**src/rtl/osr_pkg.sv**
```systemverilog
package osr_pkg;
    typedef enum logic [1:0] {
        ST_IDLE,
        ST_FIRST,
        ST_CONFIRM,
        ST_LOCKED
    } osr_state_t;

    typedef struct packed {
        logic undiv;
        logic os4;
    } osr_mode_t;
endpackage

```
**src/rtl/osr_period_meter.sv**
```systemverilog
module osr_period_meter #(
    parameter int CNT_W = 10
) (
    input  logic             clk,
    input  logic             rst_n,
    input  logic             wck,
    output logic             fall,
    output logic [CNT_W-1:0] count
);
    localparam logic [CNT_W-1:0] CNT_MAX = '1;

    logic             wck_q;
    logic [CNT_W-1:0] cnt_q;

    assign fall  = wck_q & ~wck;
    assign count = cnt_q;

    always_ff @(posedge clk or negedge rst_n) begin
        if (!rst_n) begin
            wck_q <= 1'b0;
            cnt_q <= '0;
        end else begin
            wck_q <= wck;
            if (fall)
                cnt_q <= CNT_W'(1);
            else if (cnt_q != CNT_MAX)
                cnt_q <= cnt_q + CNT_W'(1);
        end
    end

    // a new measurement window always starts at one
    assert_window_restart_R4: assert property (@(posedge clk) disable iff (!rst_n)
        fall |=> (count == CNT_W'(1)));
endmodule

```
**src/rtl/osr_lock_fsm.sv**
```systemverilog
module osr_lock_fsm
    import osr_pkg::*;
#(
    parameter int CNT_W    = 10,
    parameter int N_W      = 5,
    parameter int NMIN     = 2,
    parameter int NMAX     = 12,
    parameter int PULSE_SH = 3
) (
    input  logic             clk,
    input  logic             rst_n,
    input  logic             fall,
    input  logic [CNT_W-1:0] count,
    input  logic             undiv,
    input  logic             os4,
    output logic             locked,
    output logic [N_W-1:0]   n_out,
    output logic             en_allow
);
    localparam logic [CNT_W-1:0] MASK_U = CNT_W'((1 << PULSE_SH) - 1);
    localparam logic [CNT_W-1:0] MASK_D = CNT_W'((1 << (PULSE_SH + 1)) - 1);
    localparam logic [CNT_W-1:0] LO_8X  = CNT_W'(NMIN);
    localparam logic [CNT_W-1:0] HI_8X  = CNT_W'(NMAX);
    localparam logic [CNT_W-1:0] LO_4X  = CNT_W'(2 * NMIN);
    localparam logic [CNT_W-1:0] HI_4X  = CNT_W'(2 * NMAX);

    osr_state_t       st_q, st_nx;
    logic [CNT_W-1:0] ref_q;
    logic [N_W-1:0]   n_q;
    osr_mode_t        mode_q, mode_now;
    logic [CNT_W-1:0] n_meas, lo, hi;
    logic             frac_ok, period_ok, mode_same, load_ref, enter_lock;

    assign mode_now  = '{undiv: undiv, os4: os4};
    assign mode_same = (mode_now == mode_q);
    assign n_meas    = undiv ? (count >> PULSE_SH) : (count >> (PULSE_SH + 1));
    assign frac_ok   = undiv ? ((count & MASK_U) == '0) : ((count & MASK_D) == '0);
    assign lo        = os4 ? LO_4X : LO_8X;
    assign hi        = os4 ? HI_4X : HI_8X;
    assign period_ok = frac_ok && (n_meas >= lo) && (n_meas <= hi);

    // next-state selection
    always_comb begin
        st_nx = st_q;
        unique case (st_q)
            ST_IDLE: begin
                if (fall) st_nx = ST_FIRST;
            end
            ST_FIRST: begin
                if (fall && period_ok) st_nx = ST_CONFIRM;
            end
            ST_CONFIRM: begin
                if (fall) begin
                    if (!period_ok)          st_nx = ST_FIRST;
                    else if (count == ref_q) st_nx = ST_LOCKED;
                    else                     st_nx = ST_CONFIRM;
                end
            end
            ST_LOCKED: begin
                if (!mode_same)             st_nx = ST_FIRST;
                else if (fall)              st_nx = (count == ref_q) ? ST_LOCKED : ST_FIRST;
                else if (count >= ref_q)    st_nx = ST_FIRST;
            end
        endcase
    end

    assign load_ref   = fall && period_ok && ((st_q == ST_FIRST) || (st_q == ST_CONFIRM));
    assign enter_lock = (st_q == ST_CONFIRM) && (st_nx == ST_LOCKED);

    // state register and the values captured along with it
    always_ff @(posedge clk or negedge rst_n) begin
        if (!rst_n) begin
            st_q   <= ST_IDLE;
            ref_q  <= '0;
            n_q    <= '0;
            mode_q <= '0;
        end else begin
            st_q <= st_nx;
            if (load_ref)
                ref_q <= count;
            if (enter_lock) begin
                n_q    <= n_meas[N_W-1:0];
                mode_q <= mode_now;
            end
        end
    end

    // outputs
    always_comb begin
        locked   = (st_q == ST_LOCKED);
        n_out    = locked ? n_q : '0;
        en_allow = locked && mode_same;
    end

    assert_lock_after_fall_R4: assert property (@(posedge clk) disable iff (!rst_n)
        $rose(locked) |-> $past(fall));
    assert_factor_in_range_R3: assert property (@(posedge clk) disable iff (!rst_n)
        locked |-> ((n_out >= N_W'(NMIN)) && (n_out <= N_W'(2 * NMAX))));
    assert_unlock_on_change_R5: assert property (@(posedge clk) disable iff (!rst_n)
        (locked && fall && (count != ref_q)) |=> !locked);
    assert_unlock_on_stall_R9: assert property (@(posedge clk) disable iff (!rst_n)
        (locked && !fall && (count >= ref_q)) |=> !locked);
    assert_unlock_on_mode_R10: assert property (@(posedge clk) disable iff (!rst_n)
        (locked && ((undiv != mode_q.undiv) || (os4 != mode_q.os4))) |=> !locked);
endmodule

```
**src/rtl/osr_rate_gen.sv**
```systemverilog
module osr_rate_gen #(
    parameter int PULSE_SH = 3
) (
    input  logic clk,
    input  logic rst_n,
    input  logic restart,
    input  logic undiv,
    input  logic allow,
    output logic ns_en
);
    logic                half_q;
    logic [PULSE_SH-1:0] tc_q;
    logic                tick;

    // internal clock enable: every cycle, or every second cycle when halved
    assign tick  = undiv | half_q;
    assign ns_en = allow & tick & (tc_q == '1);

    always_ff @(posedge clk or negedge rst_n) begin
        if (!rst_n) begin
            half_q <= 1'b0;
            tc_q   <= '0;
        end else if (restart) begin
            half_q <= 1'b0;
            tc_q   <= '0;
        end else begin
            half_q <= ~half_q;
            if (tick)
                tc_q <= tc_q + PULSE_SH'(1);
        end
    end
endmodule

```
**src/rtl/os_ratio_detector.sv**
```systemverilog
module os_ratio_detector #(
    parameter int NMIN     = 2,
    parameter int NMAX     = 12,
    parameter int PULSE_SH = 3,
    parameter int N_W      = $clog2(2 * NMAX + 1)
) (
    input  logic           clk,
    input  logic           rst_n,
    input  logic           wck_sync,
    input  logic           undiv_sel,
    input  logic           in_os4,
    output logic [N_W-1:0] os_factor,
    output logic           ns_en,
    output logic           locked
);
    localparam int CNT_W = $clog2((2 * NMAX) << (PULSE_SH + 1)) + 1;

    logic             fall;
    logic [CNT_W-1:0] count;
    logic             en_allow;

    osr_period_meter #(.CNT_W(CNT_W)) u_meter (
        .clk   (clk),
        .rst_n (rst_n),
        .wck   (wck_sync),
        .fall  (fall),
        .count (count)
    );

    osr_lock_fsm #(
        .CNT_W    (CNT_W),
        .N_W      (N_W),
        .NMIN     (NMIN),
        .NMAX     (NMAX),
        .PULSE_SH (PULSE_SH)
    ) u_fsm (
        .clk      (clk),
        .rst_n    (rst_n),
        .fall     (fall),
        .count    (count),
        .undiv    (undiv_sel),
        .os4      (in_os4),
        .locked   (locked),
        .n_out    (os_factor),
        .en_allow (en_allow)
    );

    osr_rate_gen #(.PULSE_SH(PULSE_SH)) u_rate (
        .clk     (clk),
        .rst_n   (rst_n),
        .restart (fall),
        .undiv   (undiv_sel),
        .allow   (en_allow),
        .ns_en   (ns_en)
    );

    assert_strobe_needs_lock_R8: assert property (@(posedge clk) disable iff (!rst_n)
        ns_en |-> locked);
    assert_factor_zero_unlocked_R6: assert property (@(posedge clk) disable iff (!rst_n)
        !locked |-> (os_factor == '0));
    assert_strobe_single_R7: assert property (@(posedge clk) disable iff (!rst_n)
        ns_en |=> !ns_en);
endmodule

```
**config.mk**
```make
export PLATFORM = sky130hd
export DESIGN_NAME = os_ratio_detector
export DESIGN_NICKNAME = d
export VERILOG_FILES = /design/src/rtl/osr_pkg.sv /design/src/rtl/osr_period_meter.sv /design/src/rtl/osr_lock_fsm.sv /design/src/rtl/osr_rate_gen.sv /design/src/rtl/os_ratio_detector.sv
export SDC_FILE = /design/constraint.sdc
export NUM_CORES = 1
export LEC_CHECK = 0
export BUFFER_PORTS_ARGS = -buffer_cell sky130_fd_sc_hd__buf_4
export CORE_UTILIZATION = 60
export DETAILED_ROUTE_END_ITERATION = 16
export HOLD_SLACK_MARGIN = 0.02
export PLACE_DENSITY = 0.85
export SLEW_MARGIN = 20
export SYNTH_ARGS = -nofsm -noshare
export SYNTH_HDL_FRONTEND = slang
export SYNTH_SLANG_ARGS = --single-unit
```
**constraint.sdc**
```tcl
create_clock -name clk -period 3.7 [get_ports clk]
set_clock_uncertainty 0.15 [all_clocks]
set_input_delay 0.925 -clock clk [delete_from_list [all_inputs] [get_ports clk]]
set_output_delay 0.925 -clock clk [all_outputs]
set_load 0.02 [all_outputs]
```
-- Word-level counts from Yosys, hierarchy flattened
Index checks and enable logic that the tools add are counted.
- reduce and logical (&&, ||, !) cells: 12
- multiplexer cells: 20
- $add $sub $neg: 2
- bitwise operators: 6
- $mul: 0
- $lt $le $gt $ge: 3
- div/mod/pow operators: 0
- equal/unequal tests: 8
- shift-type cells: 0
- operators with widths (operator ; number):
    $ge A10 B10 Y1 ; 2
    $logic_not A10 Y1 ; 2
    $mux W10 ; 2
    $mux W2 ; 8
    $add A10 B1 Y10 const B ; 1
    $eq A10 B10 Y1 ; 1
    $le A10 B10 Y1 ; 1
    $mux W5 ; 2
    $ne A10 B10 Y1 const B ; 1
    $mux W3 ; 3
    $pmux W2 S4 ; 1
    $mux W7 ; 1
    $eq A2 B2 Y1 const B ; 3
    $logic_and A1 B1 Y1 ; 6
    $reduce_bool A2 Y1 ; 2
    $add A3 B1 Y3 const B ; 1
    $and A1 B1 Y1 ; 3
    $eq A3 B3 Y1 const B ; 1
    $mux W1 ; 3
    $eq A2 B1 Y1 const B ; 1
    $eq A2 B2 Y1 ; 1
    $logic_not A2 Y1 ; 1
    $not A1 Y1 ; 2
    $logic_or A1 B1 Y1 ; 1
    $or A1 B1 Y1 ; 1
- memories: 0
- input port bits: 5
- RAM bits: 0
- bits in latches: 0
- output and inout port bits: 7
- ROM bits: 0
- register bits: 34

-- Depth between registers and ports, before layout
- depth after elaboration: 9
- gate-level depth with buffers: 11
- mapped depth without buffers: 9

-- By module
A second synthesis with hierarchy kept.
- cells, all modules: 204
- area, all modules: 2127.0 sq um
- modules (own cells, without submodules) (module ; area each (sq um) ; times used ; cells an instance):
    osr_lock_fsm ; 1398.8 ; 1 ; 136
    osr_period_meter ; 534.3 ; 1 ; 51
    osr_rate_gen ; 193.9 ; 1 ; 17

-- Worst setup path after synthesis
No wires, ideal clock.
- path kind: in2reg
- start point: in undiv_sel
- end point: reg u_fsm.mode_q[0] (netlist name)
- setup time: 0.125 ns
- required time: 3.425 ns
- stages on the path: 9
- arrival: 3.153 ns
- setup slack: 0.272 ns
- path through: buf_6 > buf_2 > mux2_2 > ha_1 > nor4_1 > a31oi_4 > and3_1 > a211oi_4 > mux2_4
- cells in the longest elaborated chain, start to end: 9
- elaborated cells between the ends (all ways): 15
- those cells by class: order compare: 2; eq/ne: 2; mux: 7; reduce/logical: 4
- ends and longest elaborated chain (item ; RTL line ; RTL):
    start: declaration ; os_ratio_detector.sv:10 ; input logic undiv_sel,
    $mux W7 * ; osr_lock_fsm.sv:36 ; assign n_meas = undiv ? (count >> PULSE_SH) : (count >> (PULSE_SH + 1));
    named net u_fsm.n_meas[2] ; osr_lock_fsm.sv:31 ; logic [CNT_W-1:0] n_meas, lo, hi;
    $ge A10 B10 Y1 ; osr_lock_fsm.sv:40 ; assign period_ok = frac_ok && (n_meas >= lo) && (n_meas <= hi);
    $logic_and A1 B1 Y1 ; osr_lock_fsm.sv:40 ;
    $logic_and A1 B1 Y1 * ; osr_lock_fsm.sv:40 ;
    $mux W2 / $logic_and A1 B1 Y1 (equally long branches) ; osr_lock_fsm.sv:54, osr_lock_fsm.sv:50 ;
    $mux W2 (on tied branches) ; osr_lock_fsm.sv:53, osr_lock_fsm.sv:50 ;
    $pmux W2 S4 * ; osr_lock_fsm.sv:45 ; unique case (st_q)
    $eq A2 B2 Y1 * ; osr_lock_fsm.sv:68 ; assign enter_lock = (st_q == ST_CONFIRM) && (st_nx == ST_LOCKED);
    $logic_and A1 B1 Y1 * ; osr_lock_fsm.sv:68 ;
    end signal: assignment ; osr_lock_fsm.sv:83 ; mode_q <= mode_now;
    end: declaration ; osr_lock_fsm.sv:30 ; osr_mode_t mode_q, mode_now;
Mark *: on every way through the listed nets, which the timed path passes. The rest lies on a longest branch.
A chain may end at the register's enable or synchronous reset.

-- Worst setup path in the final report
- start point: reg u_fsm.st_q[0]
- end point: out ns_en
- cells in the longest elaborated chain, start to end: 4
- ends and longest elaborated chain (item ; RTL line ; RTL):
    start: declaration ; osr_lock_fsm.sv:27 ; osr_state_t st_q, st_nx;
    start signal: assignment ; osr_lock_fsm.sv:78 ; st_q <= st_nx;
    $eq A2 B2 Y1 ; osr_lock_fsm.sv:90 ; locked = (st_q == ST_LOCKED);
    $logic_and A1 B1 Y1 ; osr_lock_fsm.sv:92 ; en_allow = locked && mode_same;
    $and A1 B1 Y1 (2 in series) ; osr_rate_gen.sv:17 ; assign ns_en = allow & tick & (tc_q == '1);
    end: declaration ; os_ratio_detector.sv:13 ; output logic ns_en,
Every way passes these cells.

==> results_dict.tcl <==
set metrics [dict create \
    vdd_drop_max_mv 0.331 \
    synth_area_sq_mm 0.00219 \
    diodes 0 \
    io_pins 12 \
    finalNonFillerCells 280 \
    num-fill-cells 262 \
    die_w_microns 62.5 \
    synthCells 219 \
    syn_nets 246 \
    layout_common_cells "dfrtp_1, nor2_1, ha_1" \
    postCtsSetupBuffers 0 \
    cts_buffers 5 \
    worstSetupStartpoint "u_fsm.st_q[0]" \
    grt_max_degree 35 \
    clockRootBuffer "clkbuf_4" \
    grt_use_total_pct 25.7 \
    fp-row-count 21 \
    critical_path_class "register to output pin" \
    overflow 0 \
    cts_tree "done" \
    fin_crit_ns 3.21 \
    worst_slew_pin_slew_ns 1.09 \
    crit_path_start_kind "register" \
    crit_fanout 8 \
    die-area_sq_mm 0.00390 \
    insertion_delay_ns 0.34 \
    dp.cells 272 \
    clock_path_buffers 2 \
    antenna_found_initial 0 \
    cts.repair.resized 0 \
    grt_pass1_vias 1687 \
    clock_sinks 34 \
    max_slew_margin_pct 26.9 \
    drtIter0Drc 148 \
    utilization_pct 69.4 \
    gp_congestion 0.860 \
    yosys_warnings 0 \
    synth_cell_type_count 43 \
    grt_pass1_wl_microns 7750 \
    routed_wl_microns 4410 \
    timing.fmax_mhz 311 \
    cts.clk_slew.worst_paths_ns 0.11 \
    mostFrequentLayoutCell "dfrtp_1" \
    p_total_w 0.00131 \
    synth_edf_count 0 \
    synth.avg_cell_area_sq_um 10.0 \
    hpwl_microns 3180 \
    seq_area_frac_synth_pct 38.8 \
    ant_nets 0 \
    ys_ff_latch 34 \
    reg2reg_depth 10 \
    worst_ep_required_time_ns 2.62 \
    die_h_microns 62.5 \
    endpoint_kind "output pin" \
    worst_slack_ns 0.485 \
    io_buffer_count 11 \
    tns_ns 0 \
    hold_viol 0 \
    p_per_area_mw_per_mm2 554 \
    hp-class "register to register" \
    worstReg2RegEnd "u_fsm.n_q[3]" \
    r2r-start "u_meter.count[8]" \
    drv_cap 0 \
    via_count 1646 \
    endpoint "ns_en" \
    dpl_worst_slack_ns 0.260 \
    drv_slew 0 \
    finalCritPeriodShare_pct 86.9 \
    htree_levels 2 \
    dr.pass1.iters 6 \
    cts_hold_buffers 0 \
    setup_violations 0 \
    synth-main-ff-cell "dfrtp_1" \
    async_reset_ff_share_pct 100 \
    status "finished clean" \
    arrival_ns 2.14 \
    routedWlPerCell_microns 15.8 \
    drive_gt1_share_pct 17.5 \
    start_util_pct 64.2 \
    area_delta_synth_final_pct 8.10 \
    rsz0062_at_grt "false" \
    rrSetupSlack_ns 0.76 \
    final_net_count 260 \
    leakage_nw 1.18 \
    drc 0 \
    core_area_sq_mm 0.00342 \
    viasPerCell 5.88 \
]
[how the worst min path moves through the flow]
stage / endpoint / depth (start not counted) / slack, ns / start
2_1_floorplan: u_rate.half_q / 1 / 0.29 / u_rate.half_q
3_3_place_gp: u_rate.half_q / 1 / 0.31 / u_rate.half_q
3_5_place_dp: u_rate.half_q / 1 / 0.32 / u_rate.half_q
4_1_cts: u_rate.half_q / 1 / 0.34 / u_rate.half_q
5_1_grt: u_rate.half_q / 1 / 0.36 / u_rate.half_q
6_report: u_rate.half_q / 1 / 0.33 / u_rate.half_q
[sequential cells by signal, summed over array words and instances (netlist names)]
signal,count
u_fsm.mode_q,2
u_fsm.n_q,5
u_fsm.ref_q,10
u_fsm.st_q,2
u_meter.count,10
u_meter.wck_q,1
u_rate.half_q,1
u_rate.tc_q,3
[metal layers]
metal	up-vias	part of all wire (%)	global-route usage [%]
li1	789	-	-
met1	782	42	31.1
met2	62	49	41.2
met3	13	6.8	6.57
met4	0	2.4	14.8
met5	-	0	0
[worst max-delay path: stages, from the launching register on]
cell	delay [ns]
dfrtp_1	0.48
ha_1	0.33
inv_1	0.14
nor3_1	0.47
and3b_1	0.24
buf_4	0.14
[Yosys cell counts, types with 2 or more instances]
master | count | share of area, %
nand2b_1 | 3 | 0.86
and2_1 | 7 | 2.0
ha_1 | 22 | 13
mux2i_1 | 6 | 2.7
nor2_1 | 23 | 3.9
dfrtp_1 | 34 | 39
inv_1 | 21 | 3.6
o21ai_0 | 10 | 2.3
nor3_1 | 4 | 0.91
and3_1 | 2 | 0.57
mux2_2 | 6 | 3.1
a211oi_1 | 4 | 1.4
nand2_1 | 14 | 2.4
clkbuf_1 | 2 | 0.34
nand3_1 | 5 | 1.1
buf_6 | 2 | 1.0
buf_2 | 3 | 0.68
nor4_1 | 3 | 0.86
xor2_1 | 5 | 2.0
a21oi_1 | 12 | 2.7
mux2_4 | 7 | 4.8
xnor2_1 | 3 | 1.2
[kinds of logic (layout without fill, tap and decap cells)]
logic type                 count (synthesis)  in the layout  share of synthesized area [%]
DFF                                       34             34                           38.8
adders and majority gates                 22             22                           12.5
AOI/OAI and AO/OA                         39             39                           12.9
muxes                                     19             19                           10.6
and+or+nand+nor                           69             69                           16.3
buffers and inverters                     28             43                           5.65
xor gates and xnor gates                   8              8                           3.19
[where the power goes]
part	leakage (nW)	internal, W	switching, W
clock network	0.0353	0.0000921	0.000126
logic	0.708	0.000246	0.000279
registers	0.434	0.000476	0.0000948
[stage by stage]
step / hold slack (ns) / instance area, sq um
after floorplan: 0.288 / 2190
after global placement: 0.311 / 2310
after detailed placement: 0.324 / 2310
after CTS: 0.338 / 2370
after global routing: 0.359 / 2370
final: 0.333 / 2370
[cell type report]
| cell class | instances | area, sq um | area share (%) |
|---|---|---|---|
| timing repair buffer | 14 | 105 | 4.43 |
| tap | 46 | 57.6 | 2.43 |
| multi-input combinational | 157 | 1220 | 51.4 |
| clock inverter | 1 | 5.00 | 0.211 |
| sequential | 34 | 851 | 35.9 |
| clock buffer | 7 | 55.1 | 2.32 |
| inverter | 21 | 78.8 | 3.32 |
Note: power is estimated with default switching activity, not from simulation.
